File: src/rtl/vr_pkg.sv
package vr_pkg;
    localparam int LVL_W  = 8;
    localparam int SMP_W  = 24;
    localparam int NCH    = 2;

    typedef enum logic [1:0] {
        ST_SETTLED = 2'd0,
        ST_RISING  = 2'd1,
        ST_FALLING = 2'd2
    } ramp_state_t;

    // frames per step for a speed class; class 3 is treated as quad
    function automatic int unsigned step_period(input logic [1:0] mode, input int unsigned base);
        unique case (mode)
            2'b00:   return base;
            2'b01:   return base * 2;
            default: return base * 4;
        endcase
    endfunction
endpackage

File: src/rtl/vr_step_timer.sv
module vr_step_timer
    import vr_pkg::*;
#(
    parameter int unsigned BASE_PERIOD = 4
) (
    input  logic       clk,
    input  logic       rst_n,
    input  logic       clr,
    input  logic       stb,
    input  logic       busy,
    input  logic [1:0] mode,
    output logic       tick
);
    localparam int unsigned MAX_PER = BASE_PERIOD * 4;
    localparam int CW = $clog2(MAX_PER) + 1;

    logic [CW-1:0] cnt_q;
    logic [CW-1:0] last_q;
    logic          at_end;

    assign last_q = CW'(step_period(mode, BASE_PERIOD) - 1);
    assign at_end = (cnt_q >= last_q);
    assign tick   = stb && busy && !clr && at_end;

    always_ff @(posedge clk or negedge rst_n) begin
        if (!rst_n) begin
            cnt_q <= '0;
        end else if (clr || !busy) begin
            cnt_q <= '0;
        end else if (stb) begin
            cnt_q <= at_end ? '0 : cnt_q + 1'b1;
        end
    end

    a_r9_clear_restarts: assert property (@(posedge clk) disable iff (!rst_n)
        clr |=> cnt_q == '0)
        else $error("step count not cleared");

    a_r10_count_only_on_strobe: assert property (@(posedge clk) disable iff (!rst_n)
        (!stb && !clr && busy) |=> cnt_q == $past(cnt_q))
        else $error("step count moved without strobe");

    a_r3_count_in_range: assert property (@(posedge clk) disable iff (!rst_n)
        cnt_q < CW'(MAX_PER))
        else $error("step count out of range");
endmodule

File: src/rtl/vr_chan_ramp.sv
module vr_chan_ramp
    import vr_pkg::*;
(
    input  logic             clk,
    input  logic             rst_n,
    input  logic             tick,
    input  logic [LVL_W-1:0] goal,
    output logic [LVL_W-1:0] level,
    output logic             busy
);
    ramp_state_t      state_q, state_n;
    logic [LVL_W-1:0] level_q, level_n;

    // state register
    always_ff @(posedge clk or negedge rst_n) begin
        if (!rst_n) begin
            state_q <= ST_SETTLED;
            level_q <= '1;
        end else begin
            state_q <= state_n;
            level_q <= level_n;
        end
    end

    // outputs: the level step chosen by the present direction
    always_comb begin
        level_n = level_q;
        unique case (state_q)
            ST_RISING:  if (tick && level_q < goal) level_n = level_q + 1'b1;
            ST_FALLING: if (tick && level_q > goal) level_n = level_q - 1'b1;
            default:    level_n = level_q;
        endcase
    end

    // next direction against the level that will be applied
    always_comb begin
        state_n = state_q;
        unique case (state_q)
            ST_SETTLED: begin
                if (goal > level_n)      state_n = ST_RISING;
                else if (goal < level_n) state_n = ST_FALLING;
            end
            ST_RISING: begin
                if (goal < level_n)       state_n = ST_FALLING;
                else if (goal == level_n) state_n = ST_SETTLED;
            end
            ST_FALLING: begin
                if (goal > level_n)       state_n = ST_RISING;
                else if (goal == level_n) state_n = ST_SETTLED;
            end
            default: state_n = ST_SETTLED;
        endcase
    end

    assign level = level_q;
    assign busy  = (state_q != ST_SETTLED);

    a_r2_single_step: assert property (@(posedge clk) disable iff (!rst_n)
        level_q != $past(level_q) |->
            (level_q == $past(level_q) + 1'b1) || (level_q == $past(level_q) - 1'b1))
        else $error("level jumped");

    a_r2_moves_on_tick: assert property (@(posedge clk) disable iff (!rst_n)
        level_q != $past(level_q) |-> $past(tick))
        else $error("level moved without tick");

    a_r5_mute_never_rises: assert property (@(posedge clk) disable iff (!rst_n)
        $past(goal) == '0 |-> level_q <= $past(level_q))
        else $error("level rose toward zero goal");

    a_r7_toward_goal: assert property (@(posedge clk) disable iff (!rst_n)
        level_q > $past(level_q) |-> $past(level_q) < $past(goal))
        else $error("level rose away from goal");
endmodule

File: src/rtl/vr_scale.sv
module vr_scale
    import vr_pkg::*;
(
    input  logic                    clk,
    input  logic                    rst_n,
    input  logic                    stb,
    input  logic signed [SMP_W-1:0] sample,
    input  logic [LVL_W-1:0]        level,
    output logic signed [SMP_W-1:0] out
);
    localparam int PW = SMP_W + LVL_W + 1;
    localparam int LVL_MAX = (1 << LVL_W) - 1;

    logic signed [PW-1:0] prod;
    logic signed [PW-1:0] quot;

    assign prod = PW'(sample) * $signed({1'b0, level});
    assign quot = prod / PW'(LVL_MAX);

    always_ff @(posedge clk or negedge rst_n) begin
        if (!rst_n)   out <= '0;
        else if (stb) out <= quot[SMP_W-1:0];
    end

    function automatic logic [SMP_W:0] mag(input logic signed [SMP_W-1:0] v);
        return v[SMP_W-1] ? (SMP_W+1)'(-$signed({v[SMP_W-1], v})) : {1'b0, v};
    endfunction

    a_r8_fits_width: assert property (@(posedge clk) disable iff (!rst_n)
        stb |-> (quot[PW-1:SMP_W-1] == '0) || (quot[PW-1:SMP_W-1] == '1))
        else $error("scaled value overflows");

    a_r8_no_gain: assert property (@(posedge clk) disable iff (!rst_n)
        $past(stb) |-> mag(out) <= mag($past(sample)))
        else $error("output exceeds input magnitude");
endmodule

File: src/rtl/vol_ramp_attenuator.sv
module vol_ramp_attenuator
    import vr_pkg::*;
#(
    parameter int unsigned BASE_PERIOD = 4
) (
    input  logic                    clk,
    input  logic                    rst_n,
    input  logic                    timing_clr,
    input  logic                    frame_stb,
    input  logic [1:0]              speed_mode,
    input  logic                    soft_mute,
    input  logic [LVL_W-1:0]        target_l,
    input  logic [LVL_W-1:0]        target_r,
    input  logic signed [SMP_W-1:0] sample_l,
    input  logic signed [SMP_W-1:0] sample_r,
    output logic signed [SMP_W-1:0] out_l,
    output logic signed [SMP_W-1:0] out_r,
    output logic                    out_valid,
    output logic [LVL_W-1:0]        level_l,
    output logic [LVL_W-1:0]        level_r
);
    logic [LVL_W-1:0]        tgt   [NCH];
    logic signed [SMP_W-1:0] smp   [NCH];
    logic signed [SMP_W-1:0] res   [NCH];
    logic [LVL_W-1:0]        lvl   [NCH];
    logic [NCH-1:0]          busy_v;
    logic                    tick;

    assign tgt[0] = target_l;
    assign tgt[1] = target_r;
    assign smp[0] = sample_l;
    assign smp[1] = sample_r;

    vr_step_timer #(.BASE_PERIOD(BASE_PERIOD)) i_timer (
        .clk   (clk),
        .rst_n (rst_n),
        .clr   (timing_clr),
        .stb   (frame_stb),
        .busy  (|busy_v),
        .mode  (speed_mode),
        .tick  (tick)
    );

    for (genvar ch = 0; ch < NCH; ch++) begin : g_chan
        logic [LVL_W-1:0] goal;
        assign goal = soft_mute ? '0 : tgt[ch];

        vr_chan_ramp i_ramp (
            .clk   (clk),
            .rst_n (rst_n),
            .tick  (tick),
            .goal  (goal),
            .level (lvl[ch]),
            .busy  (busy_v[ch])
        );

        vr_scale i_scale (
            .clk    (clk),
            .rst_n  (rst_n),
            .stb    (frame_stb),
            .sample (smp[ch]),
            .level  (lvl[ch]),
            .out    (res[ch])
        );
    end

    always_ff @(posedge clk or negedge rst_n) begin
        if (!rst_n) out_valid <= 1'b0;
        else        out_valid <= frame_stb;
    end

    assign out_l   = res[0];
    assign out_r   = res[1];
    assign level_l = lvl[0];
    assign level_r = lvl[1];

    a_r8_valid_follows_strobe: assert property (@(posedge clk) disable iff (!rst_n)
        out_valid |-> $past(frame_stb))
        else $error("valid without strobe");

    a_r1_channels_hold_when_settled: assert property (@(posedge clk) disable iff (!rst_n)
        !$past(|busy_v) |-> (level_l == $past(level_l)) && (level_r == $past(level_r)))
        else $error("settled level moved");
endmodule

File: config.mk
export PLATFORM = sky130hd
export DESIGN_NAME = vol_ramp_attenuator
export DESIGN_NICKNAME = d
export VERILOG_FILES = /design/src/rtl/vr_pkg.sv /design/src/rtl/vr_step_timer.sv /design/src/rtl/vr_chan_ramp.sv /design/src/rtl/vr_scale.sv /design/src/rtl/vol_ramp_attenuator.sv
export SDC_FILE = /design/constraint.sdc
export NUM_CORES = 2
export LEC_CHECK = 0
export BUFFER_PORTS_ARGS = -buffer_cell sky130_fd_sc_hd__buf_4
export CORE_AREA = 8 8 236 351
export CTS_CLUSTER_DIAMETER = 100
export DETAILED_ROUTE_END_ITERATION = 12
export DIE_AREA = 0 0 244 359
export GPL_TIMING_DRIVEN = 0
export PLACE_DENSITY_LB_ADDON = 0.12
export SYNTH_ARGS = -nofsm -noshare
export SYNTH_HDL_FRONTEND = slang
export SYNTH_SLANG_ARGS = --single-unit
export TNS_END_PERCENT = 50
File: constraint.sdc
create_clock -name clk -period 29.9 [get_ports clk]
set_clock_uncertainty 0.15 [all_clocks]
set_input_delay 2.99 -clock clk [delete_from_list [all_inputs] [get_ports clk]]
set_output_delay 2.99 -clock clk [all_outputs]
set_load 0.02 [all_outputs]
## After elaboration in Yosys (flattened, before gate mapping)

Index checks and enable logic that the tools add are counted.
W data, S select, Z words.

- $add $sub $neg: 6
- $mul: 2
- Div/mod/pow operators: 2
- Order comparisons: 9
- Equal/unequal tests: 9
- Multiplexer cells: 24
- Reduce and logical (&&, ||, !) cells: 17

Operators by type and width:

| operator | count |
|---|---|
| $div A33 B9 Y33 const B | 2 |
| $mul A24 B9 Y33 | 2 |
| $mux W8 | 6 |
| $gt A8 B8 Y1 | 4 |
| $lt A8 B8 Y1 | 4 |
| $pmux W8 S2 | 2 |
| $mux W2 | 10 |
| $add A8 B1 Y8 const B | 2 |
| $eq A8 B8 Y1 | 2 |
| $sub A8 B1 Y8 const B | 2 |
| $mux W5 | 3 |
| $pmux W2 S3 | 2 |
| $pmux W5 S2 | 1 |
| $logic_and A1 B1 Y1 | 7 |
| $eq A2 B1 Y1 const B | 3 |
| $logic_not A2 Y1 | 3 |
| $ne A3 B1 Y1 const B | 2 |
| $reduce_bool A2 Y1 | 3 |
| $add A5 B1 Y5 const B | 1 |
| $ge A5 B5 Y1 | 1 |
| $sub A5 B1 Y5 const B | 1 |
| $eq A2 B2 Y1 const B | 2 |
| $logic_not A1 Y1 | 2 |
| $reduce_or A2 Y1 | 1 |
| $logic_or A1 B1 Y1 | 1 |

- Bits in registers: 74
- Bits of input ports: 71

## Depth between registers and ports, before layout

- Depth in word-level cells: 12
- Mapped depth: 104
- Depth with buffers taken out: 87

## Modules after synthesis

A second synthesis with hierarchy kept.

- Cell total of the unflattened synthesis: 4,930
- Area total of the unflattened synthesis: 37,667.4 µm²

By module, submodules not included:

| module | instances | cells an instance | area each (µm²) |
|---|---|---|---|
| vr_scale at g_chan[1].i_scale | 1 | 2,341 | 17,677.0 |
| vr_scale at g_chan[0].i_scale | 1 | 2,183 | 16,588.4 |
| vr_chan_ramp | 2 | 170 | 1,405.1 |
| vr_step_timer | 1 | 47 | 416.6 |
| vol_ramp_attenuator | 1 | 19 | 175.2 |

## Worst setup path after synthesis

No wires, ideal clock.

- Kind: in2reg
- Start point: input port sample_l[4]
- End point: register g_chan[0].i_scale.out[16]
- Data arrival time: 26.244 ns
- Setup slack: 3.381 ns
- Cell stages on the path: 94
- Buffers on the path: 11
- Cells stage by stage: and2_1 -> fa_1 -> fa_1 -> fa_1 -> inv_1 -> fa_1 -> inv_1 -> ha_1 -> buf_2 -> nand2_1 -> a211o_1 -> a2111oi_4 -> a211oi_1 -> or4b_1 -> or4b_1 -> clkbuf_1 -> or4_1 -> xnor2_1 -> (+58 left out) -> nand4b_1 -> o311ai_4 -> buf_4 -> xnor2_1 -> ha_1 -> and4b_1 -> a221o_1 -> a221o_1 -> buf_6 -> and3_1 -> ha_1 -> a41oi_1 -> nor2_1 -> nand2_1 -> a21oi_1 -> o21ai_0 -> xnor2_1 -> mux2_2

- Word-level cells in the longest chain between the ends: 2

Ends and longest elaborated chain:

| what | RTL line | source |
|---|---|---|
| start: declaration | vol_ramp_attenuator.sv:14 | `input logic signed [SMP_W-1:0] sample_l,` |
| $mul A24 B9 Y33 | vr_scale.sv:17 | `assign prod = PW'(sample) * $signed({1'b0, level});` |
| $div A33 B9 Y33 | vr_scale.sv:18 | `assign quot = prod / PW'(LVL_MAX);` |
| end signal: assignment | vr_scale.sv:22 | `else if (stb) out <= quot[SMP_W-1:0];` |
| end: declaration | vr_scale.sv:9 | `output logic signed [SMP_W-1:0] out` |

Every way passes these cells.
A chain may end at the register's enable or synchronous reset.

## Final worst setup path

Same ends and word-level chain as after synthesis.

==> results.json <==
{
  "groute.usage.overall_pct": 25.4,
  "highest_fanout_seen_on_the_critical_path": 10,
  "number_of_global_route_vias_before_repair": 36487,
  "status": "completed",
  "largest_net_degree_at_the_start_of_global_routing": 75,
  "critical_path.slowest_cell": "sky130_fd_sc_hd__a2111oi_1",
  "leakagePower_nw": 17.8,
  "synth.cell_area_sq_um": 37000,
  "cts-root-buf": "sky130_fd_sc_hd__clkbuf_16",
  "post_drt_via_cell_ratio": 6.12,
  "die_x_um": 244,
  "fmax_ghz": 0.0346,
  "critical_path.reg2reg.startpoint": "g_chan[0].i_ramp.level[5]$_DFF_PN1_",
  "finalSetupViolCount": 0,
  "setup.worst_path.class": "in -> reg",
  "max_slew_violation_total_from_the_final_report": 0,
  "yosys_warnings": 0,
  "postPlaceCellArea_sq_um": 39300,
  "critical-path-top-delay-family": "compound AO/OA/AOI/OAI gates",
  "timing.critical_path.arrival_ps": 29000,
  "number_of_synthesized_register_bits": 74,
  "cts.sink_count": 74,
  "core_sq_um": 78000,
  "power_per_cell_area_nw_per_um2": 22.4,
  "worstSetupEndpointType": "flop",
  "post-route-drc-count": 0,
  "postSynthCellCount": 4871,
  "cap_violations": 0,
  "crit_start": "sample_l[4]",
  "final_area_sq_um": 40900,
  "drt_pre_antenna_iters": 6,
  "count_of_input_and_output_buffers": 135,
  "synth_enable_flop_cells": 0,
  "via_count": 37183,
  "chipHeight_um": 359,
  "number_of_buffers_inserted_during_clock_tree_synthesis": 9,
  "synthToLayoutAreaGrowth_pct": 10.5,
  "post_synth_main_area_contributors": "sky130_fd_sc_hd__fa_1 16%, sky130_fd_sc_hd__ha_1 6.3%, sky130_fd_sc_hd__inv_1 5.1%",
  "regArea_sq_um": 1870,
  "number_of_h_tree_levels": 3,
  "drt-initial-drc-count": 2405,
  "post-route-min-period_ps": 28860,
  "worst_slew_margin_rel_pct": 22.0,
  "final_layout_size_suffix_gt1_share_pct": 13.7,
  "drt-wirelength-per-cell_um": 19.3,
  "worst-slew-pin-transition_ps": 1170,
  "hold_start": "g_chan[1].i_scale.out[14]$_DFFE_PN0P_",
  "synth_seq_area_share_pct": 5.06,
  "grt_overflow": 0,
  "worst_path_required_ps": 30040,
  "hpwlAfterDp_um": 96000,
  "cts.reportedPaths.clkPinSlew_ps": 70,
  "netlist.area_leader.share_pct": 16.2,
  "fillers": 7810,
  "floorplan.initialDensity_pct": 47.4,
  "antenna_found_initial": 0,
  "min-delay-path-class": "reg -> reg",
  "design.portCount": 136,
  "syn_avg_cell_area_sq_um": 7.59,
  "tritoncts": "yes",
  "count_of_nets_left_with_antenna_violations_after_detail_routing": 0,
  "global_route_wire_length_before_repair_um": 187000,
  "max_stage_delay_ps": 700,
  "finish.net_count": 5605,
  "post-route-util_pct": 52.4,
  "synth_flop_cell": "sky130_fd_sc_hd__dfrtp_1",
  "placement_rows": 126,
  "finalHoldViolCount": 0,
  "worst-path-buf-inv": 15,
  "synthesis.nets": 5429,
  "netlist-cell-type-count": 156,
  "ys_async_sr_fraction_pct": 100,
  "postCtsHoldBufs": 0,
  "multi_input_combinational_cell_area_sq_um": 33400,
  "gp_congestion": 0.951,
  "vdd_drop_max_uv": 34.1,
  "routed_wl_um": 117000,
  "final_min_period_over_clock_period_pct": 96.5,
  "cts_buffer_depth": 2,
  "synth.largest_area_cell": "sky130_fd_sc_hd__fa_1",
  "timing.critical_path.from_type": "input port",
  "fin_worst_hold_slack_ps": 355,
  "fp.dieArea_sq_um": 87600,
  "clk_latency_ps": 430,
  "path_common_cell": "sky130_fd_sc_hd__buf_4"
}
[routing by layer]
| layer | share of wire, % | up-vias | global-route usage, % |
|---|---|---|---|
| met3 | 4.8 | 233 | 3.08 |
| met5 | 0 | - | 0 |
| met1 | 42 | 18017 | 30.9 |
| met2 | 50 | 1051 | 45.6 |
| li1 | - | 17882 | - |
| met4 | 3.4 | 0 | 8.88 |
[Yosys cell counts (52+ instances only)]
cell                       count
sky130_fd_sc_hd__a21o_1       76
sky130_fd_sc_hd__a21oi_1     255
sky130_fd_sc_hd__a31oi_1      68
sky130_fd_sc_hd__and2_1      289
sky130_fd_sc_hd__and3_1       67
sky130_fd_sc_hd__clkbuf_1     93
sky130_fd_sc_hd__dfrtp_1      58
sky130_fd_sc_hd__fa_1        300
sky130_fd_sc_hd__ha_1        187
sky130_fd_sc_hd__inv_1       507
sky130_fd_sc_hd__mux2_2       59
sky130_fd_sc_hd__nand2_1     472
sky130_fd_sc_hd__nand2b_1     55
sky130_fd_sc_hd__nand3_1     131
sky130_fd_sc_hd__nand4_1      60
sky130_fd_sc_hd__nor2_1      315
sky130_fd_sc_hd__nor3_1      149
sky130_fd_sc_hd__nor4_1       52
sky130_fd_sc_hd__o21ai_0     194
sky130_fd_sc_hd__or3_1        53
sky130_fd_sc_hd__xnor2_1     204
sky130_fd_sc_hd__xor2_1       78
[through the flow]
stage	power (mW)	setup slack [ps]	TNS, ps	instances
6_report	0.917	1040	0	6076
5_1_grt	0.987	-172	-372	6075
4_1_cts	0.887	39.4	0	6049
3_5_place_dp	0.758	-1230	-22700	6030
3_3_place_gp	0.751	-1280	-24100	6030
2_1_floorplan	0.593	3380	0	4871
[cell type report]
cell class / instances / share of cell area, %
repair buffers: 169 / 3.10
well taps: 1024 / 3.13
multi-input cells: 4114 / 81.7
clock buffers: 9 / 0.551
plain buffers: 171 / 2.11
inverters: 508 / 4.67
clock inverters: 6 / 0.104
flip-flops and latches: 74 / 4.58
diodes: 1 / 0.00612
[final timing paths]
| check | end | slack, ps | cells after the start |
|---|---|---|---|
| min | g_chan[1].i_scale.out[14]$_DFFE_PN0P_ | 360 | 1 |
| max in group asynchronous | g_chan[0].i_scale.out[7]$_DFFE_PN0P_ | 26160 | 1 |
| min reg2reg | g_chan[1].i_scale.out[14]$_DFFE_PN0P_ | 360 | 1 |
| max | g_chan[0].i_scale.out[16]$_DFFE_PN0P_ | 1040 | 96 |
| max reg2reg | g_chan[0].i_scale.out[16]$_DFFE_PN0P_ | 2100 | 99 |
| min in group asynchronous | i_timer.cnt_q[4]$_DFFE_PN0P_ | 2650 | 1 |
[logic make-up after synthesis]
kind of cell	synth area share (%)
compound gates	26.9
xor+xnor	7.52
fa+ha+maj	22.7
buf+inv	7.51
flops	5.06
mux	3.10
simple gates	27.2
[worst reg2reg max path: cells and delay by family (launching register included)]
family | cells | cell delay [ps]
flip-flops | 1 | 630
AND/OR/NAND/NOR | 26 | 6490
AO/OA/AOI/OAI | 38 | 11870
buffers and inverters | 18 | 3610
XOR/XNOR | 7 | 1290
multiplexers | 2 | 520
adder cells (fa/ha/maj) | 8 | 3100
[placed cells by master (no fill, tap or decap), types with 55 or more instances in the layout]
cell type and n:
sky130_fd_sc_hd__and2_1 288, sky130_fd_sc_hd__clkbuf_1 88, sky130_fd_sc_hd__mux2_2 59, sky130_fd_sc_hd__ha_1 185, sky130_fd_sc_hd__nor3_1 137, sky130_fd_sc_hd__a21oi_1 249, sky130_fd_sc_hd__inv_1 507, sky130_fd_sc_hd__and3_1 66
sky130_fd_sc_hd__xnor2_1 194, sky130_fd_sc_hd__a31oi_1 64, sky130_fd_sc_hd__nand4_1 60, sky130_fd_sc_hd__nand2b_1 55, sky130_fd_sc_hd__o21ai_0 191, sky130_fd_sc_hd__a21o_1 76, sky130_fd_sc_hd__nor2_1 310, sky130_fd_sc_hd__buf_4 190
sky130_fd_sc_hd__xor2_1 74, sky130_fd_sc_hd__nand3_1 128, sky130_fd_sc_hd__nand2_1 472, sky130_fd_sc_hd__dfrtp_1 58, sky130_fd_sc_hd__fa_1 298
[power breakdown]
group	switching [mW]	internal (mW)
Combinational	0.435	0.246
Sequential	0.00832	0.111
Clock	0.0612	0.0560
Total	0.504	0.413
[state kept, by name, summed over array words and instances (netlist names)]
name and count:
g_chan.i_ramp.state_q 4, g_chan.i_ramp.level 16, g_chan.i_scale.out 48, out_valid 1
i_timer.cnt_q 5
[what timing repair did]
action,CTS,global route
buffers inserted,4,30
cloned,0,0
pin swaps,2,25
resized for setup,23,157
endpoints found under the setup margin,24,48
No activity file was read; power rests on OpenSTA's default activity.
